### src/rtl/memctl_remap_pkg.sv
package memctl_remap_pkg;
  localparam int CTL_W = 6;

  // Field order is the software-visible bit order, bit 5 first.
  typedef struct packed {
    logic jtag_en;    // bit 5
    logic sdram_en;   // bit 4
    logic pin_sel;    // bit 3: 1 = pin from soft bit
    logic stay_awake; // bit 2: 1 = never auto-idle
    logic pin_bit;    // bit 1
    logic remap;      // bit 0
  } ctl_t;
endpackage

### src/rtl/memctl_cfg_reg.sv
module memctl_cfg_reg
  import memctl_remap_pkg::*;
#(
  parameter int CFG_AW      = 4,
  parameter int CFG_DW      = 32,
  parameter int CTRL_OFFSET = 8
) (
  input  logic              clk,
  input  logic              rst_n,
  input  logic              cfg_we,
  input  logic [CFG_AW-1:0] cfg_addr,
  input  logic [CFG_DW-1:0] cfg_wdata,
  output logic [CFG_DW-1:0] cfg_rdata,
  output ctl_t              ctl_o
);
  localparam int PAD_W = CFG_DW - CTL_W;
  localparam logic [CFG_AW-1:0] SEL = CFG_AW'(CTRL_OFFSET);

  ctl_t ctl_q;
  logic hit;
  logic unused_wdata_hi;

  assign hit             = (cfg_addr == SEL);
  assign unused_wdata_hi = ^cfg_wdata[CFG_DW-1:CTL_W];

  always_ff @(posedge clk or negedge rst_n) begin
    if (!rst_n)
      ctl_q <= '0;
    else if (cfg_we && hit)
      ctl_q <= ctl_t'(cfg_wdata[CTL_W-1:0]);
  end

  assign cfg_rdata = hit ? {{PAD_W{1'b0}}, ctl_q} : '0;
  assign ctl_o     = ctl_q;
endmodule

### src/rtl/memctl_addr_dec.sv
module memctl_addr_dec #(
  parameter int REGION_BITS = 4,
  parameter int NUM_CS      = 4,
  parameter int BOOT_CS     = 3,
  parameter int SDRAM_CS    = 0,
  parameter int FLASH_CS    = 1
) (
  input  logic                   req_valid,
  input  logic [REGION_BITS-1:0] req_region,
  input  logic                   remap,
  input  logic                   sdram_on,
  input  logic [REGION_BITS-1:0] sdram_region,
  input  logic [REGION_BITS-1:0] flash_region,
  output logic [NUM_CS-1:0]      cs_n,
  output logic                   err
);
  logic boot_hit, sd_hit, fl_hit;

  // Priority: boot ROM (low region, not remapped), then SDRAM, then flash.
  assign boot_hit = req_valid && (req_region == '0) && !remap;
  assign sd_hit   = req_valid && !boot_hit && sdram_on && (req_region == sdram_region);
  assign fl_hit   = req_valid && !boot_hit && !sd_hit && (req_region == flash_region);
  assign err      = req_valid && !boot_hit && !sd_hit && !fl_hit;

  for (genvar g = 0; g < NUM_CS; g++) begin : g_cs
    if (g == BOOT_CS) begin : g_boot
      assign cs_n[g] = !boot_hit;
    end else if (g == SDRAM_CS) begin : g_sdram
      assign cs_n[g] = !sd_hit;
    end else if (g == FLASH_CS) begin : g_flash
      assign cs_n[g] = !fl_hit;
    end else begin : g_spare
      assign cs_n[g] = 1'b1;
    end
  end
endmodule

### src/rtl/memctl_idle_trk.sv
module memctl_idle_trk #(
  parameter int IDLE_CYCLES = 4
) (
  input  logic clk,
  input  logic rst_n,
  input  logic req_valid,
  input  logic stay_awake,
  output logic idle
);
  localparam int CNT_W = $clog2(IDLE_CYCLES + 1);
  localparam logic [CNT_W-1:0] LIMIT = CNT_W'(IDLE_CYCLES);

  logic [CNT_W-1:0] quiet_q;

  always_ff @(posedge clk or negedge rst_n) begin
    if (!rst_n)
      quiet_q <= '0;
    else if (req_valid)
      quiet_q <= '0;
    else if (quiet_q != LIMIT)
      quiet_q <= quiet_q + 1'b1;
  end

  // A new request pulls idle low in its own cycle, so it is served at once.
  assign idle = !stay_awake && (quiet_q == LIMIT) && !req_valid;
endmodule

### src/rtl/memctl_remap_ctrl.sv
module memctl_remap_ctrl
  import memctl_remap_pkg::*;
#(
  parameter int ADDR_W      = 32,
  parameter int REGION_BITS = 4,
  parameter int NUM_CS      = 4,
  parameter int BOOT_CS     = 3,
  parameter int SDRAM_CS    = 0,
  parameter int FLASH_CS    = 1,
  parameter int IDLE_CYCLES = 4,
  parameter int CFG_AW      = 4,
  parameter int CFG_DW      = 32,
  parameter int CTRL_OFFSET = 8
) (
  input  logic                   clk,
  input  logic                   rst_n,
  input  logic                   cfg_we,
  input  logic [CFG_AW-1:0]      cfg_addr,
  input  logic [CFG_DW-1:0]      cfg_wdata,
  output logic [CFG_DW-1:0]      cfg_rdata,
  input  logic                   req_valid,
  input  logic [ADDR_W-1:0]      req_addr,
  input  logic [REGION_BITS-1:0] sdram_region,
  input  logic [REGION_BITS-1:0] flash_region,
  output logic [NUM_CS-1:0]      cs_n,
  output logic                   bus_err,
  output logic                   mem_idle,
  input  logic                   sdram_clk_in,
  output logic                   sdclk_pin,
  output logic                   sdram_en,
  output logic                   jtag_en
);
  localparam int OFFS_W = ADDR_W - REGION_BITS;

  ctl_t ctl_q;
  logic [REGION_BITS-1:0] req_region;
  logic unused_addr_lo;

  assign req_region     = req_addr[ADDR_W-1:OFFS_W];
  assign unused_addr_lo = ^req_addr[OFFS_W-1:0];

  memctl_cfg_reg #(
    .CFG_AW(CFG_AW), .CFG_DW(CFG_DW), .CTRL_OFFSET(CTRL_OFFSET)
  ) u_cfg (
    .clk(clk), .rst_n(rst_n), .cfg_we(cfg_we), .cfg_addr(cfg_addr),
    .cfg_wdata(cfg_wdata), .cfg_rdata(cfg_rdata), .ctl_o(ctl_q)
  );

  memctl_addr_dec #(
    .REGION_BITS(REGION_BITS), .NUM_CS(NUM_CS), .BOOT_CS(BOOT_CS),
    .SDRAM_CS(SDRAM_CS), .FLASH_CS(FLASH_CS)
  ) u_dec (
    .req_valid(req_valid), .req_region(req_region), .remap(ctl_q.remap),
    .sdram_on(ctl_q.sdram_en), .sdram_region(sdram_region),
    .flash_region(flash_region), .cs_n(cs_n), .err(bus_err)
  );

  memctl_idle_trk #(
    .IDLE_CYCLES(IDLE_CYCLES)
  ) u_idle (
    .clk(clk), .rst_n(rst_n), .req_valid(req_valid),
    .stay_awake(ctl_q.stay_awake), .idle(mem_idle)
  );

  assign sdclk_pin = ctl_q.pin_sel ? ctl_q.pin_bit : sdram_clk_in;
  assign sdram_en  = ctl_q.sdram_en;
  assign jtag_en   = ctl_q.jtag_en;
endmodule

### config.mk
export PLATFORM = sky130hd
export DESIGN_NAME = memctl_remap_ctrl
export DESIGN_NICKNAME = d
export VERILOG_FILES = /design/src/rtl/memctl_remap_pkg.sv /design/src/rtl/memctl_cfg_reg.sv /design/src/rtl/memctl_addr_dec.sv /design/src/rtl/memctl_idle_trk.sv /design/src/rtl/memctl_remap_ctrl.sv
export SDC_FILE = /design/constraint.sdc
export NUM_CORES = 1
export LEC_CHECK = 0
export BUFFER_PORTS_ARGS = -buffer_cell sky130_fd_sc_hd__buf_2
export CAP_MARGIN = 20
export CORE_ASPECT_RATIO = 1.1
export CORE_UTILIZATION = 32
export CTS_CLUSTER_DIAMETER = 150
export DETAILED_ROUTE_END_ITERATION = 6
export PLACE_DENSITY_LB_ADDON = 0.15
export SETUP_SLACK_MARGIN = 0.5
export SLEW_MARGIN = 25
export SYNTH_ARGS = -nofsm -noshare
export SYNTH_HDL_FRONTEND = slang
export SYNTH_SLANG_ARGS = --single-unit
### constraint.sdc
create_clock -name clk -period 2.3 [get_ports clk]
set_input_delay 0.23 -clock clk [delete_from_list [all_inputs] [get_ports clk]]
set_output_delay 0.23 -clock clk [all_outputs]
set_load 0.01 [all_outputs]
# Yosys cells after proc, flatten, opt, wreduce, memory -nomap -nowiden
# Cells that the tools add are included.
dict set report classes {
  n_eq_ne 5
  add_sub_neg 1
  mux 4
  reduce_logical 19
}
# cell n
set op_table {}
lappend op_table {{logical AND 1 bit} 11}
lappend op_table {{equality test 4 bit} 2}
lappend op_table {{logical NOT 1 bit} 6}
lappend op_table {{two-way mux 3 bit} 2}
lappend op_table {{two-way mux 6 bit} 1}
lappend op_table {{equality test 4 bit (second input constant)} 1}
lappend op_table {{logical NOT 4 bit} 1}
lappend op_table {{adder 3 x 1 -> 3 bit (second input constant)} 1}
lappend op_table {{equality test 3 bit (second input constant)} 1}
lappend op_table {{inequality test 3 bit (second input constant)} 1}
lappend op_table {{nonzero test 2 bit} 1}
lappend op_table {{two-way mux 1 bit} 1}
dict set report totals {
  in_bits 81
  out_inout_bits 41
  ff_bits 9
}

# Depth between registers and ports, before layout
# Gate-level depths: netlist (run 1).
dict set report depth {
  word_depth 12
  mapped_depth 5
  mapped_depth_nobuf 5
}

# Hierarchy
# From an unflattened synthesis (run 1), not the netlist that was laid out.
dict set report hier_totals {
  cells_unflattened 89
  area_unflattened_um2 862.1
}
# mod area_each_um2 n_inst cells_per_inst seq_area_each_um2
set modules_own_cells {}
lappend modules_own_cells {memctl_cfg_reg 496.7 1 47 150.1}
lappend modules_own_cells {memctl_idle_trk 177.7 1 18 75.1}
lappend modules_own_cells {memctl_addr_dec 172.7 1 23 0.0}
lappend modules_own_cells {memctl_remap_ctrl 15.0 1 1 0.0}

# Worst setup path before layout (run 1)
# OpenSTA, ideal clock, no wires.
dict set report synth_timing {
  path_type {input-to-output}
  start {input port req_addr[29]}
  end {output port cs_n[1]}
  arrival_time_ps 1061
  stages 3
  slack_ps 1009
  path_cell_list {or4_4 -> o21a_1 -> o211ai_1}
}
dict set report synth_via {
  elab_chain_cells 11
}
# item line_no
set synth_lines {}
lappend synth_lines {{start, declared} memctl_remap_ctrl.sv:22} ;# input logic [ADDR_W-1:0] req_addr,
lappend synth_lines {{logical NOT 4 bit} memctl_addr_dec.sv:20} ;# assign boot_hit = req_valid && (req_region == '0) && !remap;
lappend synth_lines {{logical AND 1 bit (2 in series)} memctl_addr_dec.sv:20}
lappend synth_lines {{logical NOT 1 bit} {memctl_addr_dec.sv:21, memctl_addr_dec.sv:22}}
lappend synth_lines {{logical AND 1 bit} {memctl_addr_dec.sv:21, memctl_addr_dec.sv:22}}
lappend synth_lines {{logical AND 1 bit (2 in series)} memctl_addr_dec.sv:21} ;# assign sd_hit = req_valid && !boot_hit && sdram_on && (req_region == sdram_region);
lappend synth_lines {{logical NOT 1 bit} memctl_addr_dec.sv:22} ;# assign fl_hit = req_valid && !boot_hit && !sd_hit && (req_region == flash_region);
lappend synth_lines {{logical AND 1 bit} memctl_addr_dec.sv:22}
lappend synth_lines {{logical AND 1 bit *} memctl_addr_dec.sv:22}
lappend synth_lines {{logical NOT 1 bit *} memctl_addr_dec.sv:31} ;# assign cs_n[g] = !fl_hit;
lappend synth_lines {{end, declared} memctl_remap_ctrl.sv:25} ;# output logic [NUM_CS-1:0] cs_n,
# Every way passes the cells marked *; elsewhere a longest branch is shown, timed or not.

# Final worst setup path (run 1)
# Ends and elaborated chain as after synthesis.

==> results.rst, run 1 <==
.. list-table::
   :header-rows: 1

   * - Metric
     - Value
   * - Run status
     - complete, no violations
   * - Post-Syn Area per Cell
     - 9.40 um2
   * - Count of maximum capacitance violations
     - 0
   * - Final number of max-transition violations
     - 0
   * - Clock latency on the worst-skew pair
     - 0.25 ns
   * - Routed WL
     - 1420 um
   * - Fmax
     - 645 MHz
   * - Layout Nets
     - 215
   * - Internal Dissipation
     - 334 uW
   * - Relative contribution of sequential cells to total power
     - 0.437
   * - Initial cell density of the core
     - 0.353
   * - Worst EP arrival
     - 1.32 ns
   * - Leading cell type in the layout, fill and taps excluded
     - buf_2
   * - Die Width
     - 50.5 um
   * - Clock transition at path regs
     - 0.06 ns
   * - Critical path type
     - primary input to output port
   * - Maximum clock insertion buffer count
     - 2
   * - Via count of the routed design
     - 653
   * - HP Class
     - primary input to flip-flop
   * - Die area
     - 2790 um2
   * - Switching power share of the total
     - 0.323
   * - Final number of setup-violating endpoints
     - 0
   * - GRT Overall Usage
     - 0.105
   * - Area of the core region
     - 2340 um2
   * - H-tree Lvls
     - 1
   * - Share of the yosys chip area belonging to registers
     - 0.272
   * - Drt drc
     - 0
   * - Root Driver
     - clkbuf_4
   * - Crit share post-route
     - 0.674
   * - Number of nets with antenna violations after routing
     - 0
   * - Maximum fanout along the worst path
     - 3
   * - Data required time of the worst path
     - 2.07 ns
   * - Clock tree from TritonCTS
     - yes
   * - Share of post-route cells with drive strength above 1
     - 0.458
   * - Final hold vios
     - 0
   * - Post-synthesis cell type count
     - 24
   * - Sum of negative setup slack
     - 0 ns
   * - Maximum number of pins on one net before global-route repair
     - 10
   * - Die height
     - 55.3 um
   * - Post-Route Skew
     - 0.000222 ns
   * - Setup repair after global routing missed its margin
     - false
   * - Synthesized cell area
     - 827 um2
   * - Top Ports
     - 122
   * - First-pass detailed-route iteration total
     - 2
   * - Number of global-route vias before repair
     - 555
   * - Avg Vias per Cell
     - 4.06
   * - Average wire per cell in the routed design
     - 8.84 um
   * - YS warnings
     - 0
   * - Finished Cell Area
     - 992 um2
   * - Global route total overflow
     - 0
   * - Power share of the clock group
     - 0.240
   * - Antenna Cells
     - 0
   * - Fraction of power consumed by combinational cells
     - 0.323
   * - Antenna violations before repair
     - 0
   * - Iter 0 DRT Violations
     - 3
   * - Cell Area, Placed
     - 956 um2
   * - Count of fill cells added during filler insertion
     - 251
   * - Final Wtd Congestion
     - 0.674
   * - Gate Count Post-Synth
     - 88
   * - CP Capture Type
     - output port
   * - Min Hold Slack
     - 0.207 ns
   * - Net switching power
     - 160 uW
   * - Most frequent cells in the layout
     - buf_2 (40), conb_1 (27), dfrtp_1 (9)
   * - Synthesis-to-finish area growth
     - 20.0%
   * - Synthesis-stage register bit count
     - 9
   * - Num rows
     - 18
   * - Count of input and output buffers
     - 40
   * - Fin crit period
     - 1.55 ns
   * - Static Leakage
     - 0.539 nW
   * - Final HPWL DP
     - 1220 um
   * - Nature of the critical path startpoint
     - primary input
   * - CTS sink cnt
     - 9
   * - Post-layout power
     - 494 uW
   * - Pwr per Cell Area
     - 498 nW/um2
   * - Clock buffer count from CTS
     - 3
   * - Peak supply drop
     - 0.158 mV
   * - First-pass GRT wire length
     - 2230 um
[through the flow]
step           std cells  utilization  worst slack, ns
2_1_floorplan        113            -             1.01
3_3_place_gp         156        0.408            0.736
3_5_place_dp         156        0.408            0.744
4_1_cts              161        0.424            0.737
5_1_grt              161        0.424            0.661
6_report             161        0.424            0.750
[cell usage after synthesis]
master    count  share of area
nand2_4       1          0.014
buf_4        27           0.25
nor2_1        4          0.018
and2_2        6          0.054
a311oi_1      1          0.011
a21oi_1       1         0.0060
or4_4         1          0.014
inv_1         2         0.0091
dfrtp_1       9           0.27
xor2_1        4          0.042
nor3_1        2          0.012
o21ai_2       1          0.011
o21a_1        1         0.0091
or3_1         1         0.0076
xnor2_1       5          0.053
nand3_1       2          0.012
and3_1        1         0.0076
mux2_2        7          0.095
nor4_1        1         0.0076
conb_1        2         0.0091
ha_1          2          0.030
nand2_1       5          0.023
nor4b_4       1          0.029
o211ai_1      1         0.0091
[per-layer routing]
metal / routed length [um] / part of all wire / up-vias / GRT usage
li1: - / - / 324 / -
met1: 557 / 0.39 / 277 / 0.118
met2: 678 / 0.48 / 50 / 0.171
met3: 160 / 0.11 / 2 / 0.0165
met4: 27 / 0.019 / 0 / 0.0833
met5: 0 / 0 / - / 0
[worst max-delay path, cell delays in order]
cell,delay (ns)
buf_2,0.12
or4_4,0.55
o21a_1,0.19
o211ai_1,0.07
buf_2,0.16
[power groups by stage]
stage          clock network (mW)  registers [mW]  logic (mW)
2_1_floorplan                   0           0.218       0.131
3_3_place_gp                    0           0.219       0.156
3_5_place_dp                    0           0.219       0.159
4_1_cts                     0.125           0.216       0.161
5_1_grt                     0.137           0.222       0.179
6_report                    0.118           0.216       0.159
[cells by family (layout without fill, tap and decap cells)]
kind of cell	after synthesis	count (layout)	share of synthesized area
adders and majority gates	2	2	0.0303
buffers and inverters	29	47	0.254
other	2	27	0.00908
DFF	9	9	0.272
and+or+nand+nor	25	25	0.198
AOI/OAI and AO/OA	5	5	0.0454
xor gates and xnor gates	9	9	0.0953
muxes	7	7	0.0953
[what timing repair did]
item | CTS | global route
setup buffers | 0 | 0
hold buffers | 1 | 0
setup endpoints to repair | 0 | 0
hold endpoints to repair | 9 | 0
gates resized for setup | 0 | 0
[registers in the layout (all words and copies together), names as in the netlist]
name and flops:
u_idle.quiet_q 3, u_cfg.ctl_o 6
[layout make-up]
cell class | instances | area (um2) | area share
Multi-Input combinational cell | 75 | 485 | 0.489
Sequential cell | 9 | 225 | 0.227
Timing Repair Buffer | 41 | 210 | 0.212
Tap cell | 30 | 37.5 | 0.0378
Clock buffer | 4 | 26.3 | 0.0265
Inverter | 2 | 7.51 | 0.00757
[path summary, 6_finish.rpt]
kind | from | to | slack, ns | cells after the start
max in group asynchronous | rst_n | u_cfg.ctl_o[1] | 1.75 | 2
min in group asynchronous | rst_n | u_idle.quiet_q[2] | 0.37 | 2
setup reg to reg | u_idle.quiet_q[0] | u_idle.quiet_q[0] | 1.21 | 5
setup / recovery | req_addr[29] | cs_n[1] | 0.75 | 5
hold reg to reg | u_cfg.ctl_o[5] | u_cfg.ctl_o[5] | 0.52 | 1
hold / removal | cfg_wdata[5] | u_cfg.ctl_o[5] | 0.21 | 2
Note: power is estimated with default switching activity, not from simulation.
==> run 2: changes to the inputs <==
ABC_AREA = 1   (was default)
CORE_UTILIZATION = 27   (was 32)
clock period = 1.33 ns   (was 2.3 ns; I/O delays follow)
==> results.rst, run 2 <==
.. list-table::
   :header-rows: 1

   * - Metric
     - Value
   * - Run status
     - complete, no violations (unchanged)
   * - Final hold vios
     - 0 (unchanged)
   * - Peak supply drop
     - 0.492 mV (was 0.158 mV)
   * - EDFF count, synth
     - 0 (unchanged)
   * - Initial cell density of the core
     - 0.293 (was 0.353)
   * - Final number of setup-violating endpoints
     - 0 (unchanged)
   * - Die area
     - 3320 um2 (was 2790 um2)
   * - Setup ws final
     - 0.0225 ns (was 0.750 ns)
   * - Worst EP arrival
     - 1.17 ns (was 1.32 ns)
   * - CP delay by family, top
     - flip-flops (was simple AND/OR/NAND/NOR gates)
   * - Number of placed instances, taps included
     - 186 (was 156)
   * - First-pass GRT wire length
     - 2520 um (was 2230 um)
   * - Data required time of the worst path
     - 1.20 ns (was 2.07 ns)
   * - Final Wtd Congestion
     - 0.695 (was 0.674)
   * - Die height
     - 60.4 um (was 55.3 um)
   * - Largest stage delay on the critical path
     - 0.39 ns (was 0.55 ns)
   * - Antenna Cells
     - 0 (unchanged)
   * - Post-Syn Area per Cell
     - 7.21 um2 (was 9.40 um2)
   * - Count of maximum capacitance violations
     - 0 (unchanged)
   * - Number of flip-flops under the largest register name
     - 6 (unchanged)
   * - Count of input and output buffers
     - 40 (unchanged)
   * - Final HPWL DP
     - 1310 um (was 1220 um)
   * - Area of the core region
     - 2850 um2 (was 2340 um2)
   * - Synthesis-to-finish area growth
     - 44.8% (was 20.0%)
   * - Maximum clock insertion buffer count
     - 2 (unchanged)
   * - Root Driver
     - clkbuf_4 (unchanged)
   * - Top cells by instance count after synthesis
     - buf_4 (27), nand2_1 (19), inv_1 (15) (was buf_4 (27), dfrtp_1 (9), mux2_2 (7))
   * - Via count of the routed design
     - 790 (was 653)
   * - Count of fill cells added during filler insertion
     - 293 (was 251)
   * - Clock tree from TritonCTS
     - yes (unchanged)
   * - CTS sink cnt
     - 9 (unchanged)
   * - Pwr per Cell Area
     - 1090 nW/um2 (was 498 nW/um2)
   * - Drt drc
     - 0 (unchanged)
   * - Layout Nets
     - 253 (was 215)
   * - GRT Overall Usage
     - 0.103 (was 0.105)
   * - Finished Cell Area
     - 1210 um2 (was 992 um2)
   * - Fmax
     - 765 MHz
   * - HP Class
     - primary input to flip-flop (unchanged)
   * - Post-synthesis cell type count
     - 16 (was 24)
   * - Wire length on met2
     - 826 um (was 678 um)
   * - Clock latency on the worst-skew pair
     - 0.25 ns (about the same)
   * - Leading area contributor after synthesis
     - dfrtp_1 (unchanged)
   * - Highest metal layer used by the detailed router
     - met3 (was met4)
   * - Most frequent cells in the layout
     - buf_2 (37), conb_1 (27), nand2_1 (17) (was buf_2 (40), conb_1 (27), dfrtp_1 (9))
   * - Fraction of synthesis flops using an asynchronous set or reset pin
     - 1.00 (unchanged)
   * - Critical path type
     - flip-flop to output port (was primary input to output port)
   * - Nature of the critical path startpoint
     - flip-flop (was primary input)
   * - Area of the multi-input gates
     - 526 um2 (was 485 um2)
   * - Iter 0 DRT Violations
     - 6 (was 3)
   * - Synthesized cell area
     - 836 um2 (was 827 um2)
   * - Number of global-route vias before repair
     - 633 (was 555)
   * - Num rows
     - 20 (was 18)
   * - Cell Area, Placed
     - 992 um2 (was 956 um2)
   * - Place WS
     - 0.256 ns (was 0.744 ns)
   * - Leading cell type in the layout, fill and taps excluded
     - buf_2 (unchanged)
   * - Share of post-route cells with drive strength above 1
     - 0.479 (was 0.458)
   * - Crit share post-route
     - 0.983
   * - Clock buffer count from CTS
     - 3 (unchanged)
   * - Setup repair after global routing missed its margin
     - true (was false)
   * - Maximum fanout along the worst path
     - 2 (was 3)
   * - H-tree Lvls
     - 1 (unchanged)
   * - CP Capture Type
     - output port (unchanged)
   * - Post-Route Skew
     - 0.00355 ns (was 0.000222 ns)
   * - Average wire per cell in the routed design
     - 8.19 um (was 8.84 um)
   * - Gate Count Post-Synth
     - 116 (was 88)
   * - Antenna violations before repair
     - 0 (unchanged)
   * - First-pass detailed-route iteration total
     - 4 (was 2)
   * - Global route total overflow
     - 0 (unchanged)
   * - Maximum number of pins on one net before global-route repair
     - 13 (was 10)
   * - Sum of negative setup slack
     - 0 ns (unchanged)
   * - Clock transition at path regs
     - 0.06 ns (about the same)
   * - Most used standard cell by instance count after synthesis
     - buf_4 (unchanged)
   * - Met3 wire length
     - 161 um (was 160 um)
   * - YS warnings
     - 0 (unchanged)
   * - Bufs and invs on worst path
     - 2 (unchanged)
   * - Synthesis-stage register bit count
     - 9 (unchanged)
   * - Area share of the leading cell type in the synthesized netlist
     - 0.269 (was 0.272)
   * - Largest cells by area after synthesis
     - dfrtp_1 (27%), buf_4 (24%), nand2_1 (8.5%) (was dfrtp_1 (27%), buf_4 (25%), mux2_2 (9.5%))
   * - Share of the yosys chip area belonging to registers
     - 0.269 (was 0.272)
   * - Avg Vias per Cell
     - 3.91 (was 4.06)
   * - Die Width
     - 55.1 um (was 50.5 um)
   * - Cell with the largest stage delay on the worst path
     - dfrtp_1 (was or4_4)
   * - Static Leakage
     - 0.654 nW (was 0.539 nW)
   * - Register area
     - 225 um2 (unchanged)
   * - Number of nets with antenna violations after routing
     - 0 (unchanged)
   * - Most used flip-flop cell after synthesis
     - dfrtp_1 (unchanged)
   * - Min Hold Slack
     - 0.0857 ns (was 0.207 ns)
   * - Wire length on met1
     - 667 um (was 557 um)
   * - Top Ports
     - 122 (unchanged)
   * - Routed WL
     - 1660 um (was 1420 um)
   * - Ordered list of cells on the worst path
     - inv_2 -> ha_4 -> nand3_4 -> nor2_4 -> buf_6 (was buf_2 -> or4_4 -> o21a_1 -> o211ai_1 -> buf_2)
   * - Final std cells w/o fill
     - 202 (was 161)
   * - Fin crit period
     - 1.31 ns
   * - Final number of max-transition violations
     - 0 (unchanged)
run 2: cell count changes after synthesis, sizes merged, moves of 4 or more:
cell   previous run  this run
and2              6         0
inv               2        15
mux2              7         0
nand2             6        19
nor2              4        16
o21ai             1        10
xor2              4         0
run 2: power breakdown:
group | internal, mW | switching, mW | leakage (nW)
clock | 0.115 | 0.0880 | 0.0150
sequential | 0.356 | 0.0644 | 0.111
combinational | 0.353 | 0.341 | 0.528
run 2: area by class of cell:
type | instances | share of cell area
multi-input combinational | 89 | 0.434
timing repair buffer | 52 | 0.273
sequential | 9 | 0.186
inverter | 15 | 0.0507
tap | 33 | 0.0341
clock buffer | 4 | 0.0217
run 2: cell families (layout without fill, tap and decap cells):
kind of cell / count (synthesis) / in the layout / synth area share
adders and majority gates: 2 / 2 / 0.0299
AOI/OAI and AO/OA: 11 / 11 / 0.0674
DFF: 9 / 9 / 0.269
other: 2 / 27 / 0.00899
buffers and inverters: 43 / 71 / 0.323
and+or+nand+nor: 43 / 43 / 0.238
xor gates and xnor gates: 6 / 6 / 0.0629
run 2: per-stage QoR:
stage,util,power [mW]
4_1_cts,0.387,1.19
2_1_floorplan,-,0.771
5_1_grt,0.424,1.44
6_report,0.424,1.32
3_3_place_gp,0.348,0.839
3_5_place_dp,0.348,0.856
run 2: path summary, 6_finish.rpt:
path	depth (start not counted)	from	slack [ns]	to
worst max-delay path	5	u_idle.quiet_q[0]	0.02	mem_idle
max in group asynchronous	2	rst_n	0.89	u_cfg.ctl_o[5]
min in group asynchronous	2	rst_n	0.26	u_cfg.ctl_o[3]
worst min-delay path	2	req_valid	0.09	u_idle.quiet_q[2]
worst min register to register	2	u_cfg.ctl_o[1]	0.56	u_cfg.ctl_o[1]
worst max register to register	7	u_idle.quiet_q[0]	0.08	u_idle.quiet_q[1]
run 2: metal layers:
metal,GRT usage,up-vias
li1,-,410
met1,0.136,336
met2,0.172,44
met3,0.0150,0
met4,0.0321,0
met5,0,-
run 2: repair_timing:
action,CTS,global route
buffers inserted,6,5
setup endpoints to repair,17,17
hold buffers,1,0
gates resized for setup,14,21
pin swaps,11,3
hold endpoints to repair,9,0
==> run 3: changes to the inputs <==
SETUP_SLACK_MARGIN = 0.3   (was 0.5)
==> results.rst, run 3 (same netlist as run 2, synthesis figures left out) <==
.. list-table::
   :header-rows: 1

   * - Metric
     - Value
   * - H-tree Lvls
     - 1 (unchanged)
   * - Number of placed instances, taps included
     - 186 (unchanged)
   * - Number of global-route vias before repair
     - 642 (was 633)
   * - Post-Route Skew
     - 0.00232 ns (was 0.00355 ns)
   * - Final hold vios
     - 0 (unchanged)
   * - Bufs and invs on worst path
     - 2 (unchanged)
   * - Share of post-route cells with drive strength above 1
     - 0.440 (was 0.479)
   * - Power share of the clock group
     - 0.156 (was 0.154)
   * - First-pass GRT wire length
     - 2480 um (was 2520 um)
   * - Final number of max-transition violations
     - 0 (unchanged)
   * - Final std cells w/o fill
     - 201 (was 202)
   * - Die Width
     - 55.1 um (unchanged)
   * - Average wire per cell in the routed design
     - 8.48 um (was 8.19 um)
   * - Leading cell type in the layout, fill and taps excluded
     - buf_2 (unchanged)
   * - Number of nets with antenna violations after routing
     - 0 (unchanged)
   * - Fin crit period
     - 1.31 ns (about the same)
   * - Synthesis-to-finish area growth
     - 40.3% (was 44.8%)
   * - Run status
     - complete, no violations (unchanged)
   * - Area of the core region
     - 2850 um2 (unchanged)
   * - Global route total overflow
     - 0 (unchanged)
   * - Count of maximum capacitance violations
     - 0 (unchanged)
   * - Final Wtd Congestion
     - 0.634 (was 0.695)
   * - Maximum number of pins on one net before global-route repair
     - 13 (unchanged)
   * - Final HPWL DP
     - 1300 um (was 1310 um)
   * - Count of input and output buffers
     - 40 (unchanged)
   * - Internal Dissipation
     - 832 uW (was 824 uW)
   * - Setup repair after global routing missed its margin
     - true (unchanged)
   * - Initial cell density of the core
     - 0.293 (unchanged)
   * - Static Leakage
     - 0.642 nW (was 0.654 nW)
   * - HP Class
     - primary input to flip-flop (unchanged)
   * - Pwr per Cell Area
     - 1130 nW/um2 (was 1090 nW/um2)
   * - Peak supply drop
     - 0.534 mV (was 0.492 mV)
   * - Switching power share of the total
     - 0.373 (was 0.374)
   * - Avg Vias per Cell
     - 3.80 (was 3.91)
   * - CP Capture Type
     - output port (unchanged)
   * - Fraction of power consumed by combinational cells
     - 0.525 (was 0.527)
   * - Clock buffer count from CTS
     - 3 (unchanged)
   * - Top Ports
     - 122 (unchanged)
   * - Min Hold Slack
     - 0.0761 ns (was 0.0857 ns)
   * - Clock transition at path regs
     - 0.06 ns (about the same)
   * - Maximum clock insertion buffer count
     - 2 (unchanged)
   * - Root Driver
     - clkbuf_4 (unchanged)
   * - Num rows
     - 20 (unchanged)
   * - Hold depth
     - 2 (unchanged)
   * - Most frequent cells in the layout
     - buf_2 (38), conb_1 (27), nand2_1 (18) (was buf_2 (37), conb_1 (27), nand2_1 (17))
   * - Die area
     - 3320 um2 (unchanged)
   * - Worst EP arrival
     - 1.17 ns (about the same)
   * - Relative contribution of sequential cells to total power
     - 0.319 (about the same)
   * - Fmax
     - 765 MHz (about the same)
   * - Routed WL
     - 1700 um (was 1660 um)
   * - Critical path type
     - flip-flop to output port (unchanged)
   * - Clock latency on the worst-skew pair
     - 0.26 ns (was 0.25 ns)
   * - Core Util, Final
     - 0.411 (was 0.424)
   * - Final number of setup-violating endpoints
     - 0 (unchanged)
   * - Via count of the routed design
     - 763 (was 790)
   * - Drt drc
     - 0 (unchanged)
   * - Number of flip-flops under the largest register name
     - 6 (unchanged)
   * - CTS sink cnt
     - 9 (unchanged)
   * - Worst path depth
     - 5 (unchanged)
   * - Sum of negative setup slack
     - 0 ns (unchanged)
   * - Largest stage delay on the critical path
     - 0.39 ns (about the same)
   * - Clock tree from TritonCTS
     - yes (unchanged)
   * - Crit share post-route
     - 0.982 (was 0.983)
   * - Net switching power
     - 494 uW (was 493 uW)
   * - Number of cells on the worst reg-to-reg path
     - 5 (was 7)
   * - Maximum fanout along the worst path
     - 2 (unchanged)
   * - Cell with the largest stage delay on the worst path
     - dfrtp_1 (unchanged)
   * - Iter 0 DRT Violations
     - 4 (was 6)
   * - Data required time of the worst path
     - 1.20 ns (about the same)
   * - Antenna Cells
     - 0 (unchanged)
   * - Post-layout power
     - 1.33 mW (was 1.32 mW)
   * - CP delay by family, top
     - flip-flops (unchanged)
   * - Die height
     - 60.4 um (unchanged)
   * - First-pass detailed-route iteration total
     - 4 (unchanged)
   * - Antenna violations before repair
     - 0 (unchanged)
   * - Layout Nets
     - 252 (was 253)
   * - Ordered list of cells on the worst path
     - inv_2 -> ha_4 -> nand3_4 -> nor2_1 -> buf_2 (was inv_2 -> ha_4 -> nand3_4 -> nor2_4 -> buf_6)
   * - GRT Overall Usage
     - 0.103 (about the same)
   * - Nature of the critical path startpoint
     - flip-flop (unchanged)
## run 3: changes by cell type in the layout (fill, tap and decap cells not counted), sizes merged
cell / previous run / this run
buf: 51 / 50
## run 3: repair_timing
item	CTS	global route
pin swaps	6	7
hold endpoints to repair	9	0
setup endpoints to repair	13	16
buffers inserted	4	6
resized for setup	13	20
hold buffers	1	0
## run 3: cell type report
class	count	area (um2)
repair buffers	51	317
inverters	15	56.3
fillers	311	1680
well taps	33	41.3
flip-flops and latches	9	225
multi-input cells	89	507
clock buffers	4	26.3
## run 3: layer usage
| layer | track usage | part of all wire | wire length, um | up-vias |
|---|---|---|---|---|
| li1 | - | - | - | 405 |
| met1 | 0.121 | 0.42 | 715 | 310 |
| met2 | 0.179 | 0.49 | 839 | 48 |
| met3 | 0.0226 | 0.087 | 149 | 0 |
| met4 | 0.0429 | 0 | 0 | 0 |
| met5 | 0 | 0 | 0 | - |
## run 3: power groups by stage
stage               Clock, mW  Combinational, mW  Sequential [mW]
global route            0.237              0.777            0.432
finish                  0.207              0.696            0.423
detailed placement          0              0.374            0.406
global placement            0              0.363            0.403
floorplan                   0              0.298            0.403
CTS                     0.222              0.486            0.406
## run 3: path summary, 6_finish.rpt
check | to | from | slack, ns
worst max-delay path | mem_idle | u_idle.quiet_q[1] | 0.02
worst min-delay path | u_idle.quiet_q[2] | req_valid | 0.08
worst max register to register | u_idle.quiet_q[2] | u_idle.quiet_q[0] | 0.21
worst min register to register | u_cfg.ctl_o[1] | u_cfg.ctl_o[1] | 0.56
max in group asynchronous | u_idle.quiet_q[0] | rst_n | 0.91
min in group asynchronous | u_cfg.ctl_o[5] | rst_n | 0.25
## run 3: worst register-to-register path, cell delays in order, from the launching register on
cell and delay [ns]:
dfrtp_1 0.38, buf_4 0.14, buf_6 0.11, ha_4 0.15, xnor2_2 0.14, o21ai_1 0.09
## run 3: stage by stage
stage / cell area, um2 / setup WS (ns)
2_1_floorplan: 930 / 0.318
5_1_grt: 1170 / -0.0448
3_5_place_dp: 957 / 0.170
6_report: 1170 / 0.0235
3_3_place_gp: 957 / 0.207
4_1_cts: 1050 / 0.00953
